<file path="config.mk">
export PLATFORM = sky130hd
export DESIGN_NAME = idx_shift_exec
export DESIGN_NICKNAME = d
export VERILOG_FILES = /design/src/rtl/idx_shift_exec.sv
export SDC_FILE = /design/constraint.sdc
export NUM_CORES = 1
export LEC_CHECK = 0
export ABC_AREA = 1
export CORE_MARGIN = 10
export CORE_UTILIZATION = 46
export DETAILED_ROUTE_END_ITERATION = 6
export PLACE_DENSITY = 0.82
export SLEW_MARGIN = 20
export SYNTH_ARGS = -nofsm -noshare
export SYNTH_HDL_FRONTEND = slang
export SYNTH_SLANG_ARGS = --single-unit
</file>
<file path="constraint.sdc">
create_clock -name clk -period 2.6 [get_ports clk]
set_input_delay 0.26 -clock clk [delete_from_list [all_inputs] [get_ports clk]]
set_output_delay 0.26 -clock clk [all_outputs]
set_load 0.05 [all_outputs]
</file>
<file path="src/rtl/idx_shift_exec.sv">
module idx_shift_exec (
  input  logic        clk,
  input  logic        rst_n,
  input  logic        in_valid,
  input  logic [7:0]  in_data,
  output logic        in_ready,
  input  logic [15:0] index_x,
  input  logic [15:0] index_y,
  input  logic        carry_in,
  output logic [15:0] mem_addr,
  output logic        mem_rd,
  input  logic [7:0]  mem_rdata,
  output logic        mem_wr,
  output logic [7:0]  mem_wdata,
  output logic        reg_we,
  output logic [2:0]  reg_sel,
  output logic [7:0]  reg_wdata,
  output logic        flag_c,
  output logic        flag_z,
  output logic        flag_s,
  output logic        flag_p,
  output logic        flag_h,
  output logic        flag_n,
  output logic        done,
  output logic        illegal
);
  localparam logic [7:0] PFX_X = 8'hDD;
  localparam logic [7:0] PFX_Y = 8'hFD;
  localparam logic [7:0] ESC   = 8'hCB;
  localparam logic [2:0] MEM_ONLY = 3'b110;

  typedef enum logic [2:0] {S_PFX, S_ESC, S_DISP, S_OP, S_RD, S_WR, S_REG} st_t;
  st_t st;

  logic       use_y;
  logic [7:0] disp, res;
  logic [2:0] op, rsel;
  logic [7:0] sh_res;
  logic       sh_c;
  logic       take;

  assign take     = in_valid && in_ready;
  assign in_ready = (st == S_PFX) || (st == S_ESC) || (st == S_DISP) || (st == S_OP);
  assign mem_addr = (use_y ? index_y : index_x) + {{8{disp[7]}}, disp};
  assign mem_rd   = (st == S_RD);
  assign mem_wr   = (st == S_WR);
  assign mem_wdata = res;
  assign reg_we    = (st == S_REG);
  assign reg_sel   = rsel;
  assign reg_wdata = res;
  assign flag_h    = 1'b0;
  assign flag_n    = 1'b0;

  always_comb begin
    case (op)
      3'd0: {sh_c, sh_res} = {mem_rdata[7], mem_rdata[6:0], mem_rdata[7]};
      3'd1: {sh_c, sh_res} = {mem_rdata[0], mem_rdata[0], mem_rdata[7:1]};
      3'd2: {sh_c, sh_res} = {mem_rdata[7], mem_rdata[6:0], carry_in};
      3'd3: {sh_c, sh_res} = {mem_rdata[0], carry_in, mem_rdata[7:1]};
      3'd4: {sh_c, sh_res} = {mem_rdata[7], mem_rdata[6:0], 1'b0};
      3'd5: {sh_c, sh_res} = {mem_rdata[0], mem_rdata[7], mem_rdata[7:1]};
      3'd6: {sh_c, sh_res} = {mem_rdata[7], mem_rdata[6:0], 1'b1};
      default: {sh_c, sh_res} = {mem_rdata[0], 1'b0, mem_rdata[7:1]};
    endcase
  end

  always_ff @(posedge clk or negedge rst_n) begin
    if (!rst_n) begin
      st <= S_PFX;
      use_y <= 1'b0;
      disp <= '0;
      op <= '0;
      rsel <= '0;
      res <= '0;
      {flag_c, flag_z, flag_s, flag_p} <= '0;
      done <= 1'b0;
      illegal <= 1'b0;
    end else begin
      done <= 1'b0;
      illegal <= 1'b0;
      case (st)
        S_PFX: if (take) begin
          if (in_data == PFX_X || in_data == PFX_Y) begin
            use_y <= (in_data == PFX_Y);
            st <= S_ESC;
          end else illegal <= 1'b1;
        end
        S_ESC: if (take) begin
          if (in_data == ESC) st <= S_DISP;
          else begin
            illegal <= 1'b1;
            st <= S_PFX;
          end
        end
        S_DISP: if (take) begin
          disp <= in_data;
          st <= S_OP;
        end
        S_OP: if (take) begin
          op <= in_data[5:3];
          rsel <= in_data[2:0];
          st <= S_RD;
        end
        S_RD: begin
          res <= sh_res;
          flag_c <= sh_c;
          flag_z <= (sh_res == 8'h00);
          flag_s <= sh_res[7];
          flag_p <= ~^sh_res;
          st <= S_WR;
        end
        S_WR: begin
          if (rsel != MEM_ONLY) st <= S_REG;
          else begin
            st <= S_PFX;
            done <= 1'b1;
          end
        end
        default: begin
          st <= S_PFX;
          done <= 1'b1;
        end
      endcase
    end
  end

  assert_write_follows_read_R7: assert property (@(posedge clk) disable iff (!rst_n)
    mem_wr |-> $past(mem_rd));
  assert_same_address_R7: assert property (@(posedge clk) disable iff (!rst_n)
    mem_wr |-> mem_addr == $past(mem_addr));
  assert_reg_after_write_R5: assert property (@(posedge clk) disable iff (!rst_n)
    reg_we |-> ($past(mem_wr) && reg_wdata == $past(mem_wdata)));
  assert_no_reg_for_mem_only_R6: assert property (@(posedge clk) disable iff (!rst_n)
    reg_we |-> reg_sel != MEM_ONLY);
  assert_zero_flag_R4: assert property (@(posedge clk) disable iff (!rst_n)
    mem_wr |-> flag_z == (mem_wdata == 8'h00));
  assert_done_after_write_R8: assert property (@(posedge clk) disable iff (!rst_n)
    done |-> ($past(mem_wr) || $past(reg_we)));
  assert_illegal_no_access_R9: assert property (@(posedge clk) disable iff (!rst_n)
    illegal |-> (!mem_rd && !mem_wr && !done && in_ready));
endmodule

</file>
==> summary.md <==
| Metric | Value |
|---|---|
| RSZ-0062 raised after global routing | yes |
| Outcome | finished with violations |
| Worst min-delay path category | in2async |
| Critical Path AT | 2.52 ns |
| Seq/Total Area, Yosys | between 20 and 30% |
| Final WL | ~10000 um |
| Share of cells above drive strength 1 | roughly 31% |
| Final period util | 107% |
| Crit path time final | about 2.8 ns |
| CP Class | reg2out |
| Final TNS setup | -1.44 ns |
| GR Overflow Total | 0 |
| Worst Setup SP | use_y |
| Setup Skew | 0.00516 ns |
| Vias in the first global route | ~3200 |
| TritonRoute pass-1 iters | 4 |
| Clock-pin slew on the worst setup and hold paths | approximately 0.06 ns |
| Initial antenna violation count | 0 |
| Clock Path Buffers | 2 |
| Core Area | 5920 um2 |
| Violated checks | negative setup slack |
| # IOs | 99 |
| Ant. Diodes | 0 |
| Buffers on Ports | 96 |
| Die Span X | between 90 and 100 um |
| # rows | 28 |
| Global-route wire length before repair | 15800 um |
| Slew Viols, Final | 0 |
| Fin worst setup slack | -0.178 ns |
| Vias per std cell | 5.42 |
| Routed Antenna Nets | 0 |
| TritonCTS Buffers | 5 |
| Largest net degree at the start of global routing | 32 |
| Most frequent cells in the layout | nand2_1, clkdlybuf4s50_1, inv_1 |
| Mean Syn Cell Area | 7.05 um2 |
| Slew margin rel. | roughly 47% |
| #FFs+latches synth | 31 |
| Post-Place Setup Slack | -0.00999 ns |
| Final setup violation count | 12 |
| CP Max Fanout | 5 |
| Post-detail-place hpwl | 6700 um |
| Reg2reg path depth | 6 |
| Initial Util | ~47% |
| Leading area contributor after synthesis | dfrtp_1 |
| Vias | 3103 |
| Cts hold-fix bufs | 0 |
| Fmax | between 300 and 400 MHz |
| Top cells by area, synth | dfrtp_1, nand2_1, ha_1, inv_1, mux2_2 |
| Top cell type's share of synthesized area | between 20% and 30% |
| Die span in y | ~98 um |
| Ys Warns | 0 |
| Setup slack, reg-to-reg | 0.69 ns |
| Layout area overhead | 63.7% |
| Worst path required time | 2.34 ns |
| Wirelength per Cell | ~18 um |
| Synth cell types | 32 |
| Fin. Hold Viols | 0 |
| WHS | 0.360 ns |
| Total GRT Usage | approximately 20% |
| Mapped Cells | 396 |
| Worst-skew pair later-pin latency | 0.29 ns |
| Residual DRC | 0 |
| Post-Syn Area | 2790 um2 |
| Layout Utilization | just under 80% |
| CTS tree | done |
| Crit path capture type | output pin |
| Initial DRC Count | approximately 200 |
| Die area | 9590 um2 |
| Clock sink count | 31 |
| Crit start category | flop |
| RR Endpoint | flag_p |
| CTS root buf | clkbuf_8 |
| Max-cap violations | 0 |
| Commonest non-fill, non-tap cell in the layout | nand2_1 |
| FF-to-FF Start | op[0] |
| Worst-margin pin slew | just under 0.8 ns |
| H-Tree Depth | 2 |
| Layout Nets | between 500 and 600 |
| Routability-driven placement congestion ratio | between 0.9 and 1 |
registers in the layout, summed over array words and instances, names as in the netlist:
| signal | count |
|---|---|
| reg_sel | 3 |
| done | 1 |
| flag_s | 1 |
| flag_p | 1 |
| mem_wdata | 7 |
| op | 3 |
| st | 3 |
| use_y | 1 |
| illegal | 1 |
| flag_z | 1 |
| disp | 8 |
| flag_c | 1 |
worst max-delay path: stages (launching register included):
cell and delay, ns:
dfrtp_2 0.41, clkbuf_16 0.17, buf_12 0.10, mux2_2 0.33, ha_2 0.31, nand2_2 0.13, inv_1 0.07, nand2_1 0.07
nand2_1 0.06, a21oi_2 0.18, nand2_2 0.09, nand2_2 0.08, nand2_2 0.07, buf_12 0.15
cells by family after synthesis:
logic type	share of synthesized area, %
XOR/XNOR	3.45
AND/OR/NAND/NOR	28.5
flip-flops	27.8
other	0.134
AO/OA/AOI/OAI	9.27
adder cells (fa/ha/maj)	9.23
multiplexers	8.15
buffers and inverters	13.4
final cells by class:
class	instances	area, um2
Timing Repair Buffer	112	1280
Inverter	62	233
Fill cell	388	1350
Tap cell	75	93.8
Multi-Input combinational cell	285	2080
Sequential cell	31	777
Clock buffer	8	100
worst max path at each step:
stage / endpoint / slack, ns / cells past startpoint
after floorplan: mem_addr[4] / 0.009 / 9
after global placement: mem_addr[14] / 0.1 / 13
after detailed placement: mem_addr[14] / -0.01 / 13
after CTS: mem_addr[14] / -0.1 / 13
after global routing: mem_addr[14] / -0.28 / 12
final: mem_addr[14] / -0.18 / 13
synth_stat cells:
master    number
o21ai_1       10
inv_1         58
nand4_1        6
nor3_2         2
nand2_1      128
nand2_2        2
mux2_4         2
fa_1           1
buf_6          2
inv_2          4
conb_1         1
mux2_2        14
nor2_1        21
o211ai_1       1
and2_1         1
nor3_1         9
buf_2          3
ha_1          19
nand3_1       17
xnor2_1        5
xor2_1         6
buf_4         14
nor2_4         1
nand3b_1       1
a21oi_1       13
or2_2          1
o21ai_0        5
mux2i_1        4
a31oi_1        1
o21ai_2       12
nor2_2         1
dfrtp_1       31
stage by stage:
stage	instance area [um2]	std cells
final	4570	573
after global routing	4570	573
after CTS	4440	570
after detailed placement	3930	552
after global placement	3930	552
after floorplan	2830	397
metal layers:
metal / global-route usage [%] / routed length [um] / vias to the layer above
met5: 0 / 0 / -
met4: 8.50 / 470 / 0
met3: 5.64 / 753 / 49
met2: 35.6 / 5220 / 163
met1: 20.5 / 4010 / 1449
li1: - / - / 1442
what timing repair did:
item / CTS / global route
hold endpoints to repair: 0 / 0
pin swaps: 17 / 24
setup endpoints to repair: 12 / 13
resized for setup: 72 / 29
gates cloned: 1 / 0
buffers inserted: 9 / 4
Power is not shown: default switching activity piles up to over one toggle a cycle in this logic, so the estimate is an artifact.
